<file path="src/rtl/mov_pkg.sv">
package mov_pkg;
  localparam int OP_W  = 16;
  localparam int TA_W  = 6;
  localparam int LIT_W = 8;

  typedef enum logic [2:0] {
    PH_FETCH   = 3'd0,
    PH_OPWB    = 3'd1,
    PH_READ    = 3'd2,
    PH_STEP3   = 3'd3,
    PH_STEP4   = 3'd4,
    PH_RESTORE = 3'd5
  } phase_e;

  typedef enum logic [1:0] {
    CC_PLAIN = 2'b00,
    CC_MODA  = 2'b01,
    CC_MODB  = 2'b10,
    CC_WMOD  = 2'b11
  } ctl_e;

  typedef struct packed {
    logic            q;
    logic            lit;
    ctl_e            cc;
    logic [TA_W-1:0] src;
    logic [TA_W-1:0] dst;
  } opcode_t;

  typedef struct packed {
    logic tp_rd;
    logic dst_wr;
    logic use_lit;
    logic src_wb;
    logic wb_mod;
    logic mod_en;
    logic mod_sel;
  } ctl_t;

  function automatic phase_e next_phase(input phase_e p);
    case (p)
      PH_FETCH: return PH_OPWB;
      PH_OPWB:  return PH_READ;
      PH_READ:  return PH_STEP3;
      PH_STEP3: return PH_STEP4;
      PH_STEP4: return PH_RESTORE;
      default:  return PH_FETCH;
    endcase
  endfunction

  function automatic logic [LIT_W-1:0] lit_byte(input opcode_t op);
    return {op.cc, op.src};
  endfunction

  function automatic logic squashed(input opcode_t op, input logic flag);
    return op.q & flag;
  endfunction
endpackage

</file>
<file path="src/rtl/mov_phase_ctr.sv">
module mov_phase_ctr
  import mov_pkg::*;
(
  input  logic   clk,
  input  logic   rst_n,
  output phase_e phase_o,
  output logic   last_o
);
  phase_e ph_q;

  always_ff @(posedge clk or negedge rst_n) begin
    if (!rst_n) ph_q <= PH_FETCH;
    else        ph_q <= next_phase(ph_q);
  end

  assign phase_o = ph_q;
  assign last_o  = (ph_q == PH_RESTORE);
endmodule

</file>
<file path="src/rtl/mov_decode.sv">
module mov_decode
  import mov_pkg::*;
(
  input  phase_e  phase_i,
  input  opcode_t op_i,
  input  logic    flag_i,
  output ctl_t    ctl_o,
  output logic    squash_o
);
  logic active;
  assign squash_o = squashed(op_i, flag_i);
  assign active   = ~squash_o;

  always_comb begin
    ctl_o = '0;
    if (active) begin
      case (phase_i)
        PH_READ: ctl_o.tp_rd = ~op_i.lit;
        PH_STEP3: begin
          if (!op_i.lit) begin
            if (op_i.cc == CC_MODA || op_i.cc == CC_MODB) begin
              ctl_o.mod_en  = 1'b1;
              ctl_o.mod_sel = (op_i.cc == CC_MODB);
            end else if (op_i.cc == CC_WMOD) begin
              ctl_o.dst_wr = 1'b1;
            end
          end
        end
        PH_STEP4: begin
          if (op_i.lit) begin
            ctl_o.dst_wr  = 1'b1;
            ctl_o.use_lit = 1'b1;
          end else if (op_i.cc == CC_WMOD) begin
            ctl_o.mod_en  = 1'b1;
            ctl_o.mod_sel = 1'b0;
          end else begin
            ctl_o.dst_wr = 1'b1;
          end
        end
        PH_RESTORE: begin
          ctl_o.src_wb = ~op_i.lit;
          ctl_o.wb_mod = ~op_i.lit & (op_i.cc == CC_WMOD);
        end
        default: ctl_o = '0;
      endcase
    end
  end
endmodule

</file>
<file path="src/rtl/mov_data.sv">
module mov_data
  import mov_pkg::*;
#(
  parameter int DATA_W = 16
) (
  input  logic              clk,
  input  logic              rst_n,
  input  ctl_t              ctl_i,
  input  logic              last_i,
  input  logic              squash_i,
  input  logic [LIT_W-1:0]  lit_i,
  input  logic [DATA_W-1:0] tp_rdata_i,
  input  logic [DATA_W-1:0] mod_res_i,
  output logic [DATA_W-1:0] tp_wdata_o,
  output logic [DATA_W-1:0] mod_arg_o,
  output logic              flag_o
);
  localparam int PAD_W = DATA_W - LIT_W;

  logic [DATA_W-1:0] orig_q, work_q, lit_ext, dst_val, wb_val;
  logic              pend_q, flag_q;

  assign lit_ext = {{PAD_W{1'b0}}, lit_i};
  assign dst_val = ctl_i.use_lit ? lit_ext : work_q;
  assign wb_val  = ctl_i.wb_mod ? work_q : orig_q;

  always_comb begin
    tp_wdata_o = '0;
    if (ctl_i.dst_wr)      tp_wdata_o = dst_val;
    else if (ctl_i.src_wb) tp_wdata_o = wb_val;
  end

  assign mod_arg_o = ctl_i.mod_en ? work_q : '0;

  always_ff @(posedge clk or negedge rst_n) begin
    if (!rst_n) begin
      orig_q <= '0;
      work_q <= '0;
      pend_q <= 1'b0;
      flag_q <= 1'b0;
    end else begin
      if (ctl_i.tp_rd) begin
        orig_q <= tp_rdata_i;
        work_q <= tp_rdata_i;
      end else if (ctl_i.mod_en) begin
        work_q <= mod_res_i;
      end
      if (ctl_i.dst_wr) pend_q <= |dst_val;
      if (last_i && !squash_i) flag_q <= pend_q;
    end
  end

  assign flag_o = flag_q;
endmodule

</file>
<file path="src/rtl/mov_seq.sv">
module mov_seq
  import mov_pkg::*;
#(
  parameter int              DATA_W   = 16,
  parameter int              ADDR_W   = 16,
  parameter logic [ADDR_W-1:0] RESET_PC = '0
) (
  input  logic              clk,
  input  logic              rst_n,
  output logic [ADDR_W-1:0] mem_addr_o,
  output logic              mem_rd_o,
  output logic              mem_wr_o,
  output logic [DATA_W-1:0] mem_wdata_o,
  input  logic [DATA_W-1:0] mem_rdata_i,
  output logic [TA_W-1:0]   tp_addr_o,
  output logic              tp_rd_o,
  output logic              tp_wr_o,
  output logic [DATA_W-1:0] tp_wdata_o,
  input  logic [DATA_W-1:0] tp_rdata_i,
  output logic              mod_en_o,
  output logic              mod_sel_o,
  output logic [DATA_W-1:0] mod_arg_o,
  input  logic [DATA_W-1:0] mod_res_i,
  output logic [ADDR_W-1:0] pc_o,
  output logic              flag_o
);
  phase_e            phase_w;
  logic              last_w, squash_w, flag_w;
  logic [ADDR_W-1:0] pc_q;
  logic [DATA_W-1:0] ir_q;
  opcode_t           op_w;
  ctl_t              ctl_w;

  mov_phase_ctr u_phase (
    .clk    (clk),
    .rst_n  (rst_n),
    .phase_o(phase_w),
    .last_o (last_w)
  );

  assign op_w = opcode_t'(ir_q[OP_W-1:0]);

  mov_decode u_dec (
    .phase_i (phase_w),
    .op_i    (op_w),
    .flag_i  (flag_w),
    .ctl_o   (ctl_w),
    .squash_o(squash_w)
  );

  mov_data #(.DATA_W(DATA_W)) u_data (
    .clk       (clk),
    .rst_n     (rst_n),
    .ctl_i     (ctl_w),
    .last_i    (last_w),
    .squash_i  (squash_w),
    .lit_i     (lit_byte(op_w)),
    .tp_rdata_i(tp_rdata_i),
    .mod_res_i (mod_res_i),
    .tp_wdata_o(tp_wdata_o),
    .mod_arg_o (mod_arg_o),
    .flag_o    (flag_w)
  );

  always_ff @(posedge clk or negedge rst_n) begin
    if (!rst_n) begin
      pc_q <= RESET_PC;
      ir_q <= '0;
    end else begin
      if (phase_w == PH_FETCH) ir_q <= mem_rdata_i;
      if (phase_w == PH_OPWB)  pc_q <= pc_q + 1'b1;
    end
  end

  assign mem_addr_o  = pc_q;
  assign mem_rd_o    = (phase_w == PH_FETCH);
  assign mem_wr_o    = (phase_w == PH_OPWB);
  assign mem_wdata_o = mem_wr_o ? ir_q : '0;

  always_comb begin
    tp_addr_o = '0;
    if (ctl_w.tp_rd || ctl_w.src_wb) tp_addr_o = op_w.src;
    else if (ctl_w.dst_wr)           tp_addr_o = op_w.dst;
  end

  assign tp_rd_o   = ctl_w.tp_rd;
  assign tp_wr_o   = ctl_w.dst_wr | ctl_w.src_wb;
  assign mod_en_o  = ctl_w.mod_en;
  assign mod_sel_o = ctl_w.mod_sel;
  assign pc_o      = pc_q;
  assign flag_o    = flag_w;
endmodule

</file>
<file path="config.mk">
export PLATFORM = sky130hd
export DESIGN_NAME = mov_seq
export DESIGN_NICKNAME = d
export VERILOG_FILES = /design/src/rtl/mov_pkg.sv /design/src/rtl/mov_phase_ctr.sv /design/src/rtl/mov_decode.sv /design/src/rtl/mov_data.sv /design/src/rtl/mov_seq.sv
export SDC_FILE = /design/constraint.sdc
export NUM_CORES = 1
export LEC_CHECK = 0
export BUFFER_PORTS_ARGS = -buffer_cell sky130_fd_sc_hd__buf_2
export CAP_MARGIN = 25
export CORE_MARGIN = 2
export CORE_UTILIZATION = 49
export DETAILED_ROUTE_END_ITERATION = 7
export PLACE_DENSITY_LB_ADDON = 0.12
export SKIP_CTS_REPAIR_TIMING = 1
export SLEW_MARGIN = 20
export SYNTH_ARGS = -nofsm -noshare
export SYNTH_HDL_FRONTEND = slang
export SYNTH_HIERARCHICAL = 1
export SYNTH_SLANG_ARGS = --single-unit
</file>
<file path="constraint.sdc">
create_clock -name clk -period 3.6 [get_ports clk]
set_input_delay 0.72 -clock clk [delete_from_list [all_inputs] [get_ports clk]]
set_output_delay 0.72 -clock clk [all_outputs]
set_load 0.1 [all_outputs]
</file>
; ---- Word-level counts from Yosys, hierarchy flattened
; Index checks and enable logic that the tools add are counted.
[word_totals]
out_inout_bits = 93
input_bits = 50
wordCells = 54
reg_bits = 69
[op_classes]
eq_ne = 8
n_addsub = 1
muxes = 27
bitwise_logic = 4
n_reduce_logical = 7
[ops]
columns = operator, n
row1 = 2-to-1 mux 16 bit, 8
row2 = "adder 16 x 1 -> 16 bit, second input constant", 1
row3 = OR reduction 16 bit, 1
row4 = case mux 3 bit (5 select lines), 1
row5 = 2-to-1 mux 6 bit, 2
row6 = 2-to-1 mux 2 bit, 5
row7 = 2-to-1 mux 1 bit, 8
row8 = 2-to-1 mux 7 bit, 1
row9 = "== test 3 x 2 -> 1 bit, second input constant", 2
row10 = "== test 3 bit, second input constant", 2
row11 = "== test 2 bit, second input constant", 2
row12 = case mux 2 bit (2 select lines), 1
row13 = "== test 3 x 1 -> 1 bit, second input constant", 1
row14 = logical NOT 3 bit, 1
row15 = bitwise AND 1 bit, 2
row16 = "== test 2 x 1 -> 1 bit, second input constant", 1
row17 = logical OR 1 bit, 2
row18 = case mux 1 bit (2 select lines), 1
row19 = nonzero test 2 bit, 1
row20 = logical AND 1 bit, 1
row21 = logical NOT 1 bit, 1
row22 = inverter 1 bit, 1
row23 = OR 1 bit, 1

; ---- Longest topological paths before layout
; Gate-level depths: netlist of run 1.
[logic_depth]
depth_word = 9
mapped_depth = 9
ltp_nobuf = 8

; ---- Hierarchy
; Netlist of run 1, hierarchy kept.
[by_module_without_submodules]
columns = mod, seq_area_each_um2, cells_each, n_inst, area_each_um2
row1 = mov_data, 850.8, 193, 1, 1843.0
row2 = mov_seq, 800.8, 155, 1, 1647.8
row3 = mov_decode, 0.0, 18, 1, 147.6
row4 = mov_phase_ctr, 75.1, 11, 1, 116.4

; ---- Least setup slack after synthesis of run 1
; Ideal clock, no wire load.
[synth_path]
kind = register to output
from = register u_data.flag_q (netlist: u_data/flag_o)
to = output tp_addr_o[0]
arrival_ps = 5896
setup_slack_ps = -3016
stages_incl_launch_ff = 7
t_required_ps = 2880
path_buffers = 1
path_cell_list = dfrtp_1 -> a21oi_2 -> nor4bb_1 -> or2_2 -> clkbuf_1 -> nand2_1 -> o21ai_0
[synth_between]
elab_chain_len = 4
word_cells_on_any_way = 5
classes_between = mux (3) / bitwise (1) / reduce/logical (1)
[synth_rtl]
columns = element, line
row1 = "start, declared", mov_data.sv:21  ; logic pend_q, flag_q;
row2 = "start signal, assigned", mov_data.sv:49  ; if (last_i && !squash_i) flag_q <= pend_q;
row3 = bitwise AND 1 bit, mov_pkg.sv:56  ; return op.q & flag;
row4 = 2-to-1 mux 7 bit, mov_decode.sv:16  ; if (active) begin
row5 = named net tp_rd_o, mov_seq.sv:16  ; output logic tp_rd_o,
row6 = logical OR 1 bit, mov_seq.sv:82  ; if (ctl_w.tp_rd || ctl_w.src_wb) tp_addr_o = op_w.src;
row7 = 2-to-1 mux 6 bit, mov_seq.sv:82
row8 = "end, declared", mov_seq.sv:15  ; output logic [TA_W-1:0] tp_addr_o,
; The timed path passes the listed nets, and every way through them passes these cells.

==> impl_metrics.json, run 1 <==
{
  "status": "completed",
  "rows": 31,
  "worst-setup-path-type": "reg -> out",
  "drtIter0Drc": 165,
  "required_ns": 2.88,
  "switching_share_pct": 27.6,
  "cts_tree": "done",
  "synthArstFlopShare_pct": 100,
  "ys_seq_area_share_pct": 46.0,
  "synth_enable_flop_cells": 0,
  "clockRootBuffer": "clkbuf_8",
  "clk_pin_slew_ns": 0.08,
  "slowest_delay_ns": 0.59,
  "fp.dieW_um": 91.5,
  "placed_cells": 592,
  "layoutNonFillerInstCount": 607,
  "clockPowerShare_pct": 38.1,
  "cts_sinks": 69,
  "syn_nets": 430,
  "syn_area_um2": 3750,
  "slowest_stage": "dfrtp_1",
  "grt_pass1_wl_um": 15600,
  "cts_buffer_depth": 2,
  "numPortBuffers": 142,
  "antenna_found_initial": 0,
  "p_leak_nw": 2.41,
  "setup_viol": 0,
  "worstPathMaxFanout": 11,
  "via_count": 3131,
  "finalWeightedCongestion": 0.817,
  "critPathArrivalTime_ns": 2.56,
  "clk_latency_ns": 0.34,
  "finalHoldViolations": 0,
  "fin_nets": 557,
  "yosysWarnings": 6,
  "avgViaCountPerCell": 5.16,
  "tightest_slew_ns": 0.851,
  "grt-ovfl-total": 0,
  "drt-total-wl_um": 9300,
  "fin_skew_ns": 0.00903,
  "irDropWorstVdd_v": 0.000226,
  "grt_pass1_vias": 3138,
  "power.switching_uw": 506,
  "wl_per_cell_um": 15.3,
  "p_int_mw": 1.33,
  "cp-end-kind": "output pin",
  "core_um2": 7330,
  "hpwl_um": 7030,
  "ys_ff_latch": 69,
  "area_growth_pct": 37.6,
  "dieHeight_um": 91.5,
  "syn_inst": 377,
  "synth_ff_type": "dfrtp_1",
  "grt_max_degree": 70,
  "start_util_pct": 51.2,
  "maxCapViolCount": 0,
  "final_util_pct": 70.5,
  "n_antenna_cell": 0,
  "relSlewSlack_pct": 43.3,
  "drc": 0,
  "fin_crit_sh_pct": 91.1,
  "fp.dieArea_um2": 8380,
  "drive_above_1_share_pct": 42.7,
  "powerDensity_nw_per_um2": 356,
  "finalCriticalPeriod_ns": 3.28,
  "hp-class": "in -> async",
  "worstSetupStartpointType": "register",
  "cp_top_family": "simple AND/OR/NAND/NOR gates",
  "grt_util_all_layers_pct": 23.4,
  "maxSlewViolCount": 0,
  "ys_types": 43,
  "ioPinCount": 143,
  "cp_cell_sequence": "and3b_1 > mux2i_1 > nor2_1 > clkinv_1 > nand2_1 > o22ai_2 > a22o_2 > buf_12",
  "htreeDepth": 3,
  "max_freq_mhz": 305,
  "seq_power_share_pct": 49.8,
  "cts_made_buffers": 9,
  "grt_setup_unrepaired": "false",
  "dr.pass1.iters": 5,
  "pwr-share-comb_pct": 12.0,
  "antenna_left": 0,
  "avgSynthCellArea_um2": 9.96,
  "path_buf_inv": 2
}
flip-flops by register name, summed over array words and instances (netlist names):
| name | cells |
|---|---|
| u_data/flag_o | 1 |
| u_phase/phase_o | 3 |
| ir_q | 16 |
| mem_addr_o | 16 |
| u_data/orig_q | 16 |
| u_data/pend_q | 1 |
| u_data/work_q | 16 |
power by group through the flow:
| stage | logic, mW | registers, mW | clock network (mW) |
|---|---|---|---|
| finish | 0.221 | 0.915 | 0.700 |
| global route | 0.244 | 0.926 | 0.744 |
| CTS | 0.223 | 0.914 | 0.716 |
| detailed placement | 0.223 | 0.927 | 0 |
| global placement | 0.217 | 0.927 | 0 |
| floorplan | 0.156 | 0.900 | 0 |
path summary, 6_finish.rpt:
| path | cells past startpoint | slack (ns) | startpoint | endpoint |
|---|---|---|---|---|
| min | 1 | 0.48 | rst_n | ir_q[5]$_DFFE_PN0P_ |
| max reg2reg | 6 | 1.14 | u_phase/phase_o[2]$_DFF_PN0_ | u_data/pend_q$_DFFE_PN0P_ |
| min in group clk | 1 | 0.48 | mem_addr_o[15]$_DFFE_PN0P_ | mem_addr_o[15]$_DFFE_PN0P_ |
| max | 8 | 0.32 | u_phase/phase_o[0]$_DFF_PN0_ | tp_wdata_o[11] |
| min reg2reg | 1 | 0.48 | mem_addr_o[15]$_DFFE_PN0P_ | mem_addr_o[15]$_DFFE_PN0P_ |
| max in group asynchronous | 1 | 2.48 | rst_n | u_data/flag_o$_DFFE_PN0P_ |
final cells by class:
type,instances,area (um^2)
Tap cell,99,124
Clock inverter,5,83.8
Sequential cell,69,1730
Clock buffer,10,138
Multi-Input combinational cell,252,1860
Inverter,23,86.3
Timing Repair Buffer,149,1140
Fill cell,571,2170
kinds of logic after synthesis:
group	Yosys count	share of synthesized area, %
AOI/OAI and AO/OA	63	9.86
xor gates and xnor gates	16	3.73
adders and majority gates	3	1.00
buffers and inverters	56	7.63
DFF	69	46.0
muxes	50	13.9
and+or+nand+nor	120	17.9
placed cells by master, fill, tap and decap left out, drive strengths merged:
| cell type | Yosys | final |
|---|---|---|
| and4 | 2 | 2 |
| ha | 3 | 3 |
| nand3 | 5 | 5 |
| nand2 | 39 | 39 |
| a21oi | 4 | 4 |
| and4b | 1 | 1 |
| clkinvlp | 0 | 2 |
| bufinv | 0 | 2 |
| o21ai | 39 | 39 |
| or4 | 2 | 2 |
| buf | 21 | 149 |
| a22o | 8 | 8 |
| a22oi | 1 | 1 |
| xnor2 | 9 | 9 |
| or2 | 3 | 3 |
| o22ai | 10 | 10 |
| o32a | 1 | 1 |
| mux2i | 33 | 33 |
| and2 | 34 | 34 |
| clkbuf | 12 | 10 |
| nand4 | 3 | 3 |
| nand2b | 3 | 3 |
| inv | 22 | 23 |
| and3b | 2 | 2 |
| nor3 | 4 | 4 |
| dfrtp | 69 | 69 |
| nor4 | 3 | 3 |
| or3b | 1 | 1 |
| xor2 | 7 | 7 |
| and3 | 1 | 1 |
| or3 | 1 | 1 |
| nor4bb | 1 | 1 |
| nor2 | 12 | 12 |
| nor4b | 2 | 2 |
| mux2 | 17 | 17 |
| nor3b | 1 | 1 |
| clkinv | 1 | 1 |
through the flow:
step	TNS, ns	instance area [um^2]	worst slack, ns	hold slack [ns]	power [mW]
6_report	0	5160	0.321	0.479	1.84
5_1_grt	0	5160	0.0709	0.537	1.91
4_1_cts	0	5150	0.0440	0.485	1.85
3_5_place_dp	0	4930	0.432	0.471	1.15
3_3_place_gp	0	4930	0.529	0.467	1.14
2_1_floorplan	-1.45	3880	-0.181	0.424	1.06
synthesized netlist by cell type (5+ instances only):
master | n | area [um^2]
nand3_1 | 5 | 25.0
clkbuf_1 | 11 | 41.3
buf_4 | 17 | 128
and2_1 | 33 | 206
o22ai_1 | 10 | 62.6
a22o_1 | 7 | 61.3
mux2i_1 | 33 | 330
xor2_1 | 7 | 61.3
nor2_1 | 12 | 45.0
xnor2_1 | 9 | 78.8
nand2_1 | 39 | 146
inv_1 | 22 | 82.6
dfrtp_1 | 69 | 1730
o21ai_0 | 39 | 195
mux2_2 | 17 | 191
routing by layer:
layer / vias up / part of all wire [%] / track usage (%)
met5: - / 0 / 0
li1: 1528 / - / -
met4: 0 / 1.3 / 8.33
met2: 109 / 46 / 35.3
met1: 1482 / 45 / 32.6
met3: 12 / 7.9 / 6.22
(Power assumes the default switching activity.)
==> run 2, diff against run 1 <==
ABC_AREA = 1   (was not set)
CORE_UTILIZATION = 51   (was 49)
==> impl_metrics.json, run 2 <==
{
  "status": "completed",
  "wl_per_cell_um": 13.7,
  "required_ns": 2.88,
  "cp-end-kind": "output pin",
  "clk_pin_slew_ns": 0.07,
  "synth-simple-area-share_pct": 28.5,
  "yosysWarnings": 6,
  "fin_skew_ns": 0.00798,
  "area_growth_pct": 28.5,
  "fin_crit_sh_pct": 91.0,
  "slowest_stage": "dfrtp_1",
  "start_util_pct": 53.0,
  "grt_pass1_wl_um": 18200,
  "syn_nets": 621,
  "antenna_left": 0,
  "synth_top_family_by_area": "simple AND/OR/NAND/NOR gates",
  "synth_compound_area_share_pct": 12.1,
  "fp.dieW_um": 94.1,
  "finalWeightedCongestion": 0.846,
  "core_um2": 7810,
  "dr.pass1.iters": 4,
  "grt_pass1_vias": 3866,
  "muxShareOfSynthArea_pct": 0,
  "tightest_slew_ns": 1.00,
  "drive_above_1_share_pct": 28.6,
  "placed_cells": 782,
  "critPathArrivalTime_ns": 2.55,
  "dieHeight_um": 94.1,
  "hpwl_um": 7970,
  "grt-ovfl-total": 0,
  "cpMostUsedCell": "nor2_1",
  "synth_top_area_cell": "dfrtp_1",
  "max_freq_mhz": 305,
  "ys_types": 33,
  "drtIter0Drc": 187,
  "r2r_slack_ns": 1.05,
  "synthXorXnorAreaFrac_pct": 2.12,
  "maxSlewViolCount": 0,
  "syn_inst": 568,
  "finalHoldViolations": 0,
  "cp_cell_sequence": "nor2_1 > a21oi_1 > nor2_1 > inv_2 > o22ai_1 > buf_12",
  "ys_ff_latch": 69,
  "final.setup.tns_ns": 0,
  "drc": 0,
  "synth_top_area_share_pct": 41.7,
  "relSlewSlack_pct": 33.2,
  "worstSetupStartpointType": "register",
  "synthAdderAreaFrac_pct": 0.907,
  "fin_nets": 744,
  "path_buf_inv": 2,
  "ys_top_cells_by_count": "nand2_1 (167), inv_1 (82), dfrtp_1 (69)",
  "irDropWorstVdd_v": 0.000204,
  "most-common-layout-cells": "nand2_1 (167), buf_2 (120), inv_1 (81)",
  "rows": 32,
  "cts_sinks": 69,
  "ioPinCount": 143,
  "layoutNonFillerInstCount": 799,
  "syn_area_um2": 4140,
  "yosysMostFrequentCell": "nand2_1",
  "avgSynthCellArea_um2": 7.28,
  "grt_setup_unrepaired": "false",
  "synthArstFlopShare_pct": 100,
  "cts_made_buffers": 9,
  "worst-setup-path-type": "reg -> out",
  "cts_tree": "done",
  "layout_commonest_cell": "nand2_1",
  "via_count": 4079,
  "clockRootBuffer": "clkbuf_8",
  "antenna_found_initial": 1,
  "htreeDepth": 3,
  "avgViaCountPerCell": 5.11,
  "maxCapViolCount": 0,
  "ys_seq_area_share_pct": 41.7,
  "cp_top_family": "simple AND/OR/NAND/NOR gates",
  "worstPathMaxFanout": 13,
  "total_power_mw": 1.76,
  "synth_ff_type": "dfrtp_1",
  "clk_latency_ns": 0.34,
  "numPortBuffers": 142,
  "setup_viol": 0,
  "grt_util_all_layers_pct": 26.0,
  "powerDensity_nw_per_um2": 330,
  "slowest_delay_ns": 0.52,
  "cts_buffer_depth": 2,
  "synth_enable_flop_cells": 0,
  "synthTopCellsByArea": "dfrtp_1 (42%), nand2_1 (15%), inv_1 (7.4%)",
  "fp.dieArea_um2": 8850,
  "p_leak_nw": 2.93,
  "grt_max_degree": 47,
  "drt-total-wl_um": 11000,
  "finalCriticalPeriod_ns": 3.27,
  "hp-class": "in -> async"
}
==> run 2: metal layers <==
layer  vias to the layer above  track usage (%)  part of all wire [%]
met5                         -                0                  0.12
met4                         2             8.82                   1.4
met3                        16             4.33                   7.8
met2                       174             42.0                    47
met1                      1874             35.7                    44
li1                       2013                -                     -
==> run 2: logic make-up after synthesis <==
| family | Yosys count |
|---|---|
| AND/OR/NAND/NOR | 286 |
| buffers and inverters | 122 |
| AO/OA/AOI/OAI | 78 |
| flip-flops | 69 |
| XOR/XNOR | 10 |
| adder cells (fa/ha/maj) | 3 |
==> run 2: final cells by class <==
cell class | instances | area, um^2
clock buffer | 11 | 131
clock inverter | 5 | 27.5
inverter | 83 | 312
fill | 682 | 2490
timing repair buffer | 151 | 1100
multi-input combinational | 377 | 1890
tap | 102 | 128
sequential | 69 | 1730
antenna | 1 | 2.50
==> run 2: final timing paths <==
path,from,endpoint,cells after the start
max,u_phase/phase_o[0]$_DFF_PN0_,tp_wdata_o[3],6
min,rst_n,u_data/orig_q[5]$_DFFE_PN0P_,1
max reg2reg,u_phase/phase_o[0]$_DFF_PN0_,u_data/work_q[15]$_DFFE_PN0P_,6
min reg2reg,u_data/orig_q[2]$_DFFE_PN0P_,u_data/orig_q[2]$_DFFE_PN0P_,2
max in group asynchronous,rst_n,ir_q[13]$_DFFE_PN0P_,2
min in group clk,u_data/orig_q[2]$_DFFE_PN0P_,u_data/orig_q[2]$_DFFE_PN0P_,2
==> run 2: metrics by stage <==
stage / setup slack (ns) / instance area (um^2) / hold slack [ns] / utilization (%)
2_1_floorplan: -0.291 / 4220 / 0.424 / -
3_3_place_gp: 0.732 / 5150 / 0.450 / 66.0
5_1_grt: 0.162 / 5310 / 0.418 / 68.0
3_5_place_dp: 0.562 / 5150 / 0.454 / 66.0
6_report: 0.325 / 5320 / 0.370 / 68.1
4_1_cts: 0.193 / 5310 / 0.471 / 68.0
==> run 2: power by group <==
group          switching [mW]  internal (mW)
clock                   0.288          0.246
combinational           0.225          0.106
sequential             0.0506          0.840
==> run 3, diff against run 2 <==
CELL_PAD_IN_SITES_DETAIL_PLACEMENT = 0   (was not set)
CELL_PAD_IN_SITES_GLOBAL_PLACEMENT = 1   (was not set)
CORE_UTILIZATION = 35   (was 51)
==> impl_metrics.json, run 3 (synthesis results as in run 2) <==
{
  "hp-class": "reg -> reg",
  "place_ws_ns": 0.667,
  "antenna_left": 0,
  "finalCriticalPeriod_ns": 3.25,
  "rr_worst_depth": 6,
  "drc": 0,
  "finalHoldViolations": 0,
  "r2r_end": "u_data/work_q[15]$_DFFE_PN0P_",
  "p_leak_nw": 2.98,
  "layout_setup_ws_ns": 0.347,
  "worst-setup-path-type": "reg -> out",
  "required_ns": 2.88,
  "cp_cell_sequence": "nand2_1 > nor2_2 > o21ai_0 > nor2_1 > inv_1 > o22ai_1 > buf_12",
  "hpwl_um": 8400,
  "critPathArrivalTime_ns": 2.53,
  "hold_path_depth": 2,
  "cp-end-kind": "output pin",
  "hold_start": "u_data/orig_q[4]$_DFFE_PN0P_",
  "numPortBuffers": 142,
  "whs_ns": 0.465,
  "final.setup.tns_ns": 0,
  "maxSlewViolCount": 0,
  "rows": 39,
  "max_freq_mhz": 307,
  "nFillCells": 1190,
  "cts_tree": "done",
  "layoutNonFillerInstCount": 838,
  "grt_setup_unrepaired": "false",
  "slowest_stage": "dfrtp_1",
  "grt_pass1_wl_um": 19100,
  "placed_area_um2": 5190,
  "fin_nets": 744,
  "antenna_found_initial": 1,
  "most-common-layout-cells": "nand2_1 (167), buf_2 (121), inv_1 (82)",
  "dr.pass1.iters": 4,
  "clk_pin_slew_ns": 0.05,
  "cts_sinks": 69,
  "finalWeightedCongestion": 0.770,
  "r2r_slack_ns": 0.99,
  "drive_above_1_share_pct": 28.2,
  "core_um2": 11500,
  "worstPathMaxFanout": 13,
  "fp.dieW_um": 113,
  "fin_skew_ns": 0.00593,
  "fp.dieArea_um2": 12700,
  "ioPinCount": 143,
  "cts_made_buffers": 9,
  "multiInputGateArea_um2": 1890,
  "grt_pass1_vias": 3771,
  "via_count": 3932,
  "tightest_slew_ns": 0.938,
  "setup_viol": 0,
  "powerDensity_nw_per_um2": 362,
  "wl_per_cell_um": 13.9,
  "design_area_um2": 5470,
  "grt_util_all_layers_pct": 18.7,
  "timing.rr.start": "u_phase/phase_o[2]$_DFF_PN0_",
  "irDropWorstVdd_v": 0.000177,
  "worstSetupStartpointType": "register",
  "grt-ovfl-total": 0,
  "clk_latency_ns": 0.33,
  "drtIter0Drc": 230,
  "dieHeight_um": 113,
  "cts_buffer_depth": 2,
  "layout_commonest_cell": "nand2_1",
  "placed_cells": 822,
  "slowest_delay_ns": 0.58,
  "fin_crit_sh_pct": 90.4,
  "grt_max_degree": 70,
  "drt-total-wl_um": 11600,
  "clockRootBuffer": "clkbuf_16",
  "area_growth_pct": 32.3,
  "hold_end": "u_data/orig_q[4]$_DFFE_PN0P_",
  "start_util_pct": 36.1,
  "seq_area_um2": 1730,
  "status": "completed",
  "htreeDepth": 3,
  "maxCapViolCount": 0,
  "relSlewSlack_pct": 37.5,
  "avgViaCountPerCell": 4.69
}
==> run 3: final cells by class <==
type	instances	area share (%)
diodes	1	0.0457
multi-input cells	377	34.5
repair buffers	151	20.3
well taps	143	3.27
clock buffers	11	4.25
flip-flops and latches	69	31.6
inverters	83	5.69
clock inverters	3	0.274
==> run 3: layer usage <==
metal	GRT usage, %	wire length (um)
met1	25.9	5360
met5	0	0
met4	5.85	106
met2	29.7	5390
met3	3.43	787
==> run 3: stage by stage <==
| stage | power [mW] | utilization [%] |
|---|---|---|
| floorplan | 1.12 | - |
| detailed placement | 1.24 | 45.3 |
| CTS | 2.01 | 47.5 |
| global route | 2.09 | 47.7 |
| global placement | 1.24 | 45.3 |
| finish | 1.98 | 47.7 |
==> run 3: how the worst max path moves through the flow <==
stage,startpoint,to,depth (start not counted)
finish,u_phase/phase_o[0]$_DFF_PN0_,tp_wdata_o[1],7
global route,u_phase/phase_o[2]$_DFF_PN0_,tp_wdata_o[10],8
CTS,u_phase/phase_o[0]$_DFF_PN0_,tp_wdata_o[1],7
detailed placement,u_phase/phase_o[0]$_DFF_PN0_,tp_wdata_o[1],7
global placement,u_phase/phase_o[0]$_DFF_PN0_,tp_wdata_o[1],7
floorplan,u_data/flag_o$_DFFE_PN0P_,tp_wdata_o[11],6
==> run 3: report_power, final <==
part | internal, mW | switching [mW] | total [mW]
registers | 0.842 | 0.0504 | 0.892
logic | 0.106 | 0.226 | 0.332
clock network | 0.454 | 0.304 | 0.758
total | 1.40 | 0.581 | 1.98
==> run 3: critical path: cells and delay by family, from the launching register on <==
family | cells | cell delay (ns)
buffers and inverters | 2 | 0.57
and+or+nand+nor | 3 | 0.56
DFF | 1 | 0.58
AOI/OAI and AO/OA | 2 | 0.49
